--- config.mk ---
export PLATFORM = sky130hd
export DESIGN_NAME = pt_bank_router
export DESIGN_NICKNAME = d
export VERILOG_FILES = /design/src/rtl/pt_bank_router.sv
export SDC_FILE = /design/constraint.sdc
export NUM_CORES = 2
export LEC_CHECK = 0
export ABC_AREA = 1
export BUFFER_PORTS_ARGS = -buffer_cell sky130_fd_sc_hd__buf_4
export CELL_PAD_IN_SITES_DETAIL_PLACEMENT = 1
export CELL_PAD_IN_SITES_GLOBAL_PLACEMENT = 1
export CORE_ASPECT_RATIO = 0.9
export CORE_MARGIN = 2
export CORE_UTILIZATION = 51
export DETAILED_ROUTE_END_ITERATION = 10
export PLACE_DENSITY = 0.79
export SYNTH_ARGS = -nofsm -noshare
export SYNTH_HDL_FRONTEND = slang
export SYNTH_SLANG_ARGS = --single-unit
--- constraint.sdc ---
create_clock -name clk -period 3.72 [get_ports clk]
set_clock_uncertainty 0.05 [all_clocks]
set_input_delay 0 -clock clk [delete_from_list [all_inputs] [get_ports clk]]
set_output_delay 0 -clock clk [all_outputs]
set_load 0.005 [all_outputs]
--- src/rtl/pt_bank_router.sv ---
module pt_bank_router #(
  parameter int NBANK = 4,
  parameter int NROW  = 8,
  parameter int NCOL  = 8,
  parameter int DW    = 8,
  localparam int BW   = $clog2(NBANK),
  localparam int RW   = $clog2(NROW),
  localparam int CW   = $clog2(NCOL)
) (
  input  logic          clk,
  input  logic          rst_n,
  input  logic          a_open,
  input  logic          a_close,
  input  logic          a_rd,
  input  logic          a_wr,
  input  logic [BW-1:0] a_bank,
  input  logic [RW-1:0] a_row,
  input  logic [CW-1:0] a_col,
  input  logic          b_open,
  input  logic          b_close,
  input  logic          b_rd,
  input  logic          b_wr,
  input  logic [BW-1:0] b_bank,
  input  logic [RW-1:0] b_row,
  input  logic [CW-1:0] b_col,
  input  logic [DW-1:0] wdata,
  output logic [DW-1:0] rdata,
  output logic          rvalid,
  output logic          err_proto,
  output logic          err_bank,
  output logic          err_page,
  output logic          err_open
);
  localparam int WORDS = NROW * NCOL;

  // per-port command decode, one command per port per cycle
  logic a_any, a_op, a_cl, a_rc, a_wc;
  logic b_any, b_op, b_cl, b_rc, b_wc;
  assign a_any = a_open | a_close | a_rd | a_wr;
  assign a_op  = a_open;
  assign a_cl  = a_close & ~a_open;
  assign a_rc  = a_rd & ~a_open & ~a_close;
  assign a_wc  = a_wr & ~a_open & ~a_close & ~a_rd;
  assign b_any = b_open | b_close | b_rd | b_wr;
  assign b_op  = b_open;
  assign b_cl  = b_close & ~b_open;
  assign b_rc  = b_rd & ~b_open & ~b_close;
  assign b_wc  = b_wr & ~b_open & ~b_close & ~b_rd;

  logic proto, clash, a_go, b_go;
  assign proto = (a_rc & b_rc) | (a_wc & b_wc);
  assign clash = ~proto & a_any & b_any & (a_bank == b_bank);
  assign a_go  = a_any & ~proto & ~clash;
  assign b_go  = b_any & ~proto & ~clash;

  logic [NBANK-1:0] rd_do, page_bad, open_bad;
  logic [DW-1:0]    sa_bus [NBANK];

  for (genvar i = 0; i < NBANK; i++) begin : g_bank
    logic          hit_a, hit_b, op_i, cl_i, rd_i, wr_i, row_ok;
    logic [RW-1:0] row_i;
    logic [CW-1:0] col_i;
    logic          is_open;
    logic [RW-1:0] open_row;
    logic [DW-1:0] cells [WORDS];
    logic [DW-1:0] local_line;
    logic [DW-1:0] sa_q;

    assign hit_a  = a_go & (a_bank == BW'(i));
    assign hit_b  = b_go & (b_bank == BW'(i));
    assign op_i   = (hit_a & a_op) | (hit_b & b_op);
    assign cl_i   = (hit_a & a_cl) | (hit_b & b_cl);
    assign rd_i   = (hit_a & a_rc) | (hit_b & b_rc);
    assign wr_i   = (hit_a & a_wc) | (hit_b & b_wc);
    assign row_i  = hit_a ? a_row : b_row;
    assign col_i  = hit_a ? a_col : b_col;
    assign row_ok = is_open & (open_row == row_i);

    assign rd_do[i]    = rd_i & row_ok;
    assign page_bad[i] = (rd_i | wr_i) & ~row_ok;
    assign open_bad[i] = op_i & is_open;

    // crosspoint: the one local line carries either write-bus data or cell data
    assign local_line = (wr_i & row_ok) ? wdata : cells[{row_i, col_i}];

    always_ff @(posedge clk) begin
      if (wr_i & row_ok) cells[{row_i, col_i}] <= local_line;
    end

    always_ff @(posedge clk) begin
      if (!rst_n) begin
        is_open  <= 1'b0;
        open_row <= '0;
        sa_q     <= '0;
      end else begin
        sa_q <= rd_do[i] ? local_line : '0;
        if (op_i & ~is_open) begin
          is_open  <= 1'b1;
          open_row <= row_i;
        end else if (cl_i) begin
          is_open <= 1'b0;
        end
      end
    end

    assign sa_bus[i] = sa_q;
  end

  always_comb begin
    rdata = '0;
    for (int k = 0; k < NBANK; k++) rdata = rdata | sa_bus[k];
  end

  always_ff @(posedge clk) begin
    if (!rst_n) begin
      rvalid    <= 1'b0;
      err_proto <= 1'b0;
      err_bank  <= 1'b0;
      err_page  <= 1'b0;
      err_open  <= 1'b0;
    end else begin
      rvalid    <= |rd_do;
      err_proto <= proto;
      err_bank  <= clash;
      err_page  <= |page_bad;
      err_open  <= |open_bad;
    end
  end
endmodule

==> summary.log <==
qor: sta.timing_hold_violations_final 0
qor: drt.avgRoutedWirePerCell 24.6 µm
qor: setup_path.critPathKind in2reg
qor: cells_and_area.layout.cells.most_common sky130_fd_sc_hd__nand2_1
qor: global_routing.grt_first_pass_wirelength 439,000 µm
qor: cts.htree_levels 4
qor: floorplan.chipWidth 449 µm
qor: cells_and_area.drive_gt1_share 12.4%
qor: cells_and_area.nFillCells 18.7k
qor: cts.cts.clk_slew.worst_paths 0.07 ns
qor: setup_path.worstSetupStartpointType primary input
qor: drt.antenna_left 0
qor: drt.wirelength 293,000 µm
qor: sta.maxSlewHeadroom 31.9%
qor: cells_and_area.area_growth_syn_to_layout 17.6%
qor: setup_path.crit_path_end_kind register
qor: drt.route.vias.total 66.7k
qor: floorplan.die_height 404 µm
qor: global_routing.globalRoute.totalOverflow 0
qor: sta.final.min_clock_period 3.61 ns
qor: synthesis.total_nets_after_synthesis 8,730
qor: cells_and_area.post_layout_nonfiller_instances 11.9k
qor: cts.cts_root_buffer sky130_fd_sc_hd__clkbuf_16
qor: pwr.vdd.ir_drop.worst 0.000467 V
qor: floorplan.effective_utilization_at_floorplan 51.5%
qor: sta.share_of_the_clock_period_used_by_the_worst_path_after_layout 97.1%
qor: cells_and_area.stdcell_area 107,000 µm²
qor: placed_design.io_port_bufs 46
qor: placed_design.routabilityCongestion 0.886
qor: placed_design.total_instance_count_after_detailed_placement 11.5k
qor: setup_path.cp_max_fo 7
qor: setup_path.timing.critical_path.arrival 4.34 ns
qor: synthesis.yosysUniqueCellTypes 37
qor: placed_design.detailedPlacementHpwl 191,000 µm
qor: sta.worst_pin_slew 1.01 ns
qor: global_routing.grt_use_total 32.1%
qor: floorplan.ios 47
qor: hold_path.worstHoldPathType in2reg
qor: pwr.power.leakage 45.6 nW
qor: drt.drcViolationCount 0
qor: placed_design.postPlaceCellArea 99,700 µm²
qor: status.status complete, no violations
qor: pwr.power_density_over_the_cells 534 nW/µm²
qor: synthesis.syn-cell-area 90,900 µm²
qor: synthesis.avgSynthCellArea 10.4 µm²
qor: hold_path.hold_end g_bank[3].sa_q[5]$_SDFF_PN0_
qor: global_routing.via_count_of_the_first_global_routing_pass 71.6k
qor: global_routing.number_of_antenna_violations_at_the_first_check_in_global_routing 18
qor: synthesis.seq_area_frac_synth 68.9%
qor: cts.clock_insertion_delay_worst_skew 0.89 ns
qor: sta.maximum_frequency_from_static_timing_analysis 0.277 GHz
qor: synthesis.postSynthRegisterBits 2,101
qor: global_routing.grt_start_max_net_pins 95
qor: setup_path.cp.required 4.44 ns
qor: synthesis.synth-warning-count 0
qor: cts.clk_path_buf_depth 3
qor: setup_path.end_of_the_worst_register_to_register_path g_bank[0].cells[24][3]$_DFFE_PP_
qor: floorplan.design.die.area 182,000 µm²
qor: cells_and_area.final_net_count 9,402
qor: sta.final-setup-viol-count 0
qor: setup_path.worst_r2r_startpoint g_bank[0].is_open$_SDFFE_PN0P_
qor: cells_and_area.most-common-layout-cells 2,391 x sky130_fd_sc_hd__nand2_1, 2,048 x sky130_fd_sc_hd__edfxtp_1, 1,743 x sky130_fd_sc_hd__inv_1
qor: hold_path.whs_path_cells 6
qor: synthesis.synth_top_flop_cell sky130_fd_sc_hd__edfxtp_1
qor: floorplan.core 176,000 µm²
qor: job.drv.max_cap_violation_count 0
qor: synthesis.post_synthesis_instance_total 8,696
qor: hold_path.min-delay-start wdata[5]
qor: sta.final_max_slew_viol_count 0
qor: drt.drt_pre_antenna_iters 6
qor: sta.totalNegativeSetupSlack 0 ns
qor: cts.cts_tree built
qor: cts.numClockSinks 2,101
qor: cts.numCtsBuffers 212
qor: drt.vias_per_cell 5.60
qor: synthesis.edff_count_synth 2,048
qor: setup_path.r2r_cells 8
qor: floorplan.row_count 146
qor: setup_path.regToRegSetupSlack 1.16 ns
qor: synthesis.proportion_of_synthesized_flip_flops_having_asynchronous_set_or_reset 0%
qor: drt.detail_route.iter0.violations 6,746
==> critical path, stage by stage <==
cell                            delay [ns]
sky130_fd_sc_hd__buf_4                0.12
sky130_fd_sc_hd__nor2_4               0.20
sky130_fd_sc_hd__nand2_1              0.16
sky130_fd_sc_hd__nor2_4               0.17
sky130_fd_sc_hd__nor2_1               0.10
sky130_fd_sc_hd__nand3_2              0.13
sky130_fd_sc_hd__nand3_1              0.13
sky130_fd_sc_hd__inv_2                0.13
sky130_fd_sc_hd__buf_4                0.13
sky130_fd_sc_hd__nand3_1              0.06
sky130_fd_sc_hd__dlygate4sd3_1        0.61
sky130_fd_sc_hd__o22ai_1              0.16
sky130_fd_sc_hd__dlygate4sd3_1        0.60
sky130_fd_sc_hd__nand2_1              0.17
sky130_fd_sc_hd__o21ai_0              0.21
sky130_fd_sc_hd__dlygate4sd3_1        0.61
sky130_fd_sc_hd__a21oi_1              0.06
sky130_fd_sc_hd__dlygate4sd3_1        0.57
==> state kept, by name, indices dropped and copies added, names as in the netlist <==
signal / count
err_bank: 1
err_open: 1
err_page: 1
err_proto: 1
g_bank.cells: 2048
g_bank.is_open: 4
g_bank.open_row: 12
g_bank.sa_q: 32
rvalid: 1
==> through the flow <==
stage,power (mW),utilization [%],hold WS [ns],worst slack [ns]
2_1_floorplan,32.0,-,0.188,0.374
3_3_place_gp,36.2,56.5,0.330,-0.161
3_5_place_dp,36.6,56.5,0.336,-0.278
4_1_cts,57.1,60.5,0.00197,0.0215
5_1_grt,58.5,60.5,0.0425,-0.00150
6_report,57.0,60.5,0.0444,0.106
==> layout make-up <==
class	count	area, µm²	area share, %
diodes	15	37.5	0.0351
clock buffers	273	5690	5.33
clock inverters	114	837	0.784
inverters	1793	6730	6.30
multi-input cells	4435	20100	18.8
flip-flops and latches	2101	62600	58.6
well taps	2368	2960	2.77
repair buffers	825	7920	7.41
==> metal layers <==
| layer | GRT usage, % | wire length (µm) | vias to the layer above |
|---|---|---|---|
| li1 | - | - | 29570 |
| met1 | 39.2 | 110000 | 33656 |
| met2 | 54.9 | 145000 | 2697 |
| met3 | 4.85 | 20400 | 806 |
| met4 | 17.8 | 17300 | 2 |
| met5 | 0 | 16 | - |
==> how the worst max path moves through the flow <==
stage          startpoint                                 end  slack, ns  cells after the start
6_report           b_open  g_bank[1].open_row[1]$_SDFFE_PN0P_       0.11                     18
3_5_place_dp       b_open    g_bank[3].cells[58][7]$_DFFE_PP_      -0.28                     21
3_3_place_gp       b_open    g_bank[3].cells[63][7]$_DFFE_PP_      -0.16                     21
5_1_grt            b_open  g_bank[1].open_row[1]$_SDFFE_PN0P_     -0.001                     18
4_1_cts            b_open  g_bank[2].open_row[1]$_SDFFE_PN0P_       0.02                     19
2_1_floorplan      b_open     g_bank[0].cells[0][6]$_DFFE_PP_       0.37                     17
==> cells in the mapped netlist, types with 8 or more instances <==
cell type / number / area (µm²)
sky130_fd_sc_hd__nand2_1: 2397 / 9000
sky130_fd_sc_hd__edfxtp_1: 2048 / 61500
sky130_fd_sc_hd__inv_1: 1776 / 6670
sky130_fd_sc_hd__nand3_1: 718 / 3590
sky130_fd_sc_hd__nor2_1: 608 / 2280
sky130_fd_sc_hd__o211ai_1: 376 / 2820
sky130_fd_sc_hd__buf_2: 234 / 1170
sky130_fd_sc_hd__o21ai_0: 140 / 701
sky130_fd_sc_hd__clkbuf_1: 110 / 413
sky130_fd_sc_hd__nand4_1: 62 / 388
sky130_fd_sc_hd__dfxtp_1: 53 / 1060
sky130_fd_sc_hd__a21oi_1: 18 / 90.1
sky130_fd_sc_hd__nand3_2: 18 / 180
sky130_fd_sc_hd__buf_1: 16 / 60.1
sky130_fd_sc_hd__o21ai_1: 14 / 70.1
sky130_fd_sc_hd__inv_2: 13 / 48.8
sky130_fd_sc_hd__o22ai_1: 12 / 75.1
sky130_fd_sc_hd__nor3_1: 10 / 50.1
sky130_fd_sc_hd__nor3_2: 8 / 80.1
sky130_fd_sc_hd__o21ai_2: 8 / 70.1
sky130_fd_sc_hd__or4_1: 8 / 60.1
==> logic make-up after synthesis <==
kind of cell / synth area share [%]
and+or+nand+nor: 17.5
DFF: 68.9
AOI/OAI and AO/OA: 4.38
buffers and inverters: 9.28
xor gates and xnor gates: 0.0289
==> report_power, final <==
group	switching (mW)	internal, mW
Combinational	6.18	2.43
Clock	9.19	11.4
Sequential	0.0189	27.8
==> what timing repair did <==
action,4_1_cts,5_1_grt
endpoints found under the hold margin,52,0
endpoints found under the setup margin,0,758
gates resized for setup,0,10
hold buffers,50,0
setup buffers,0,2
(Power assumes the default switching activity.)
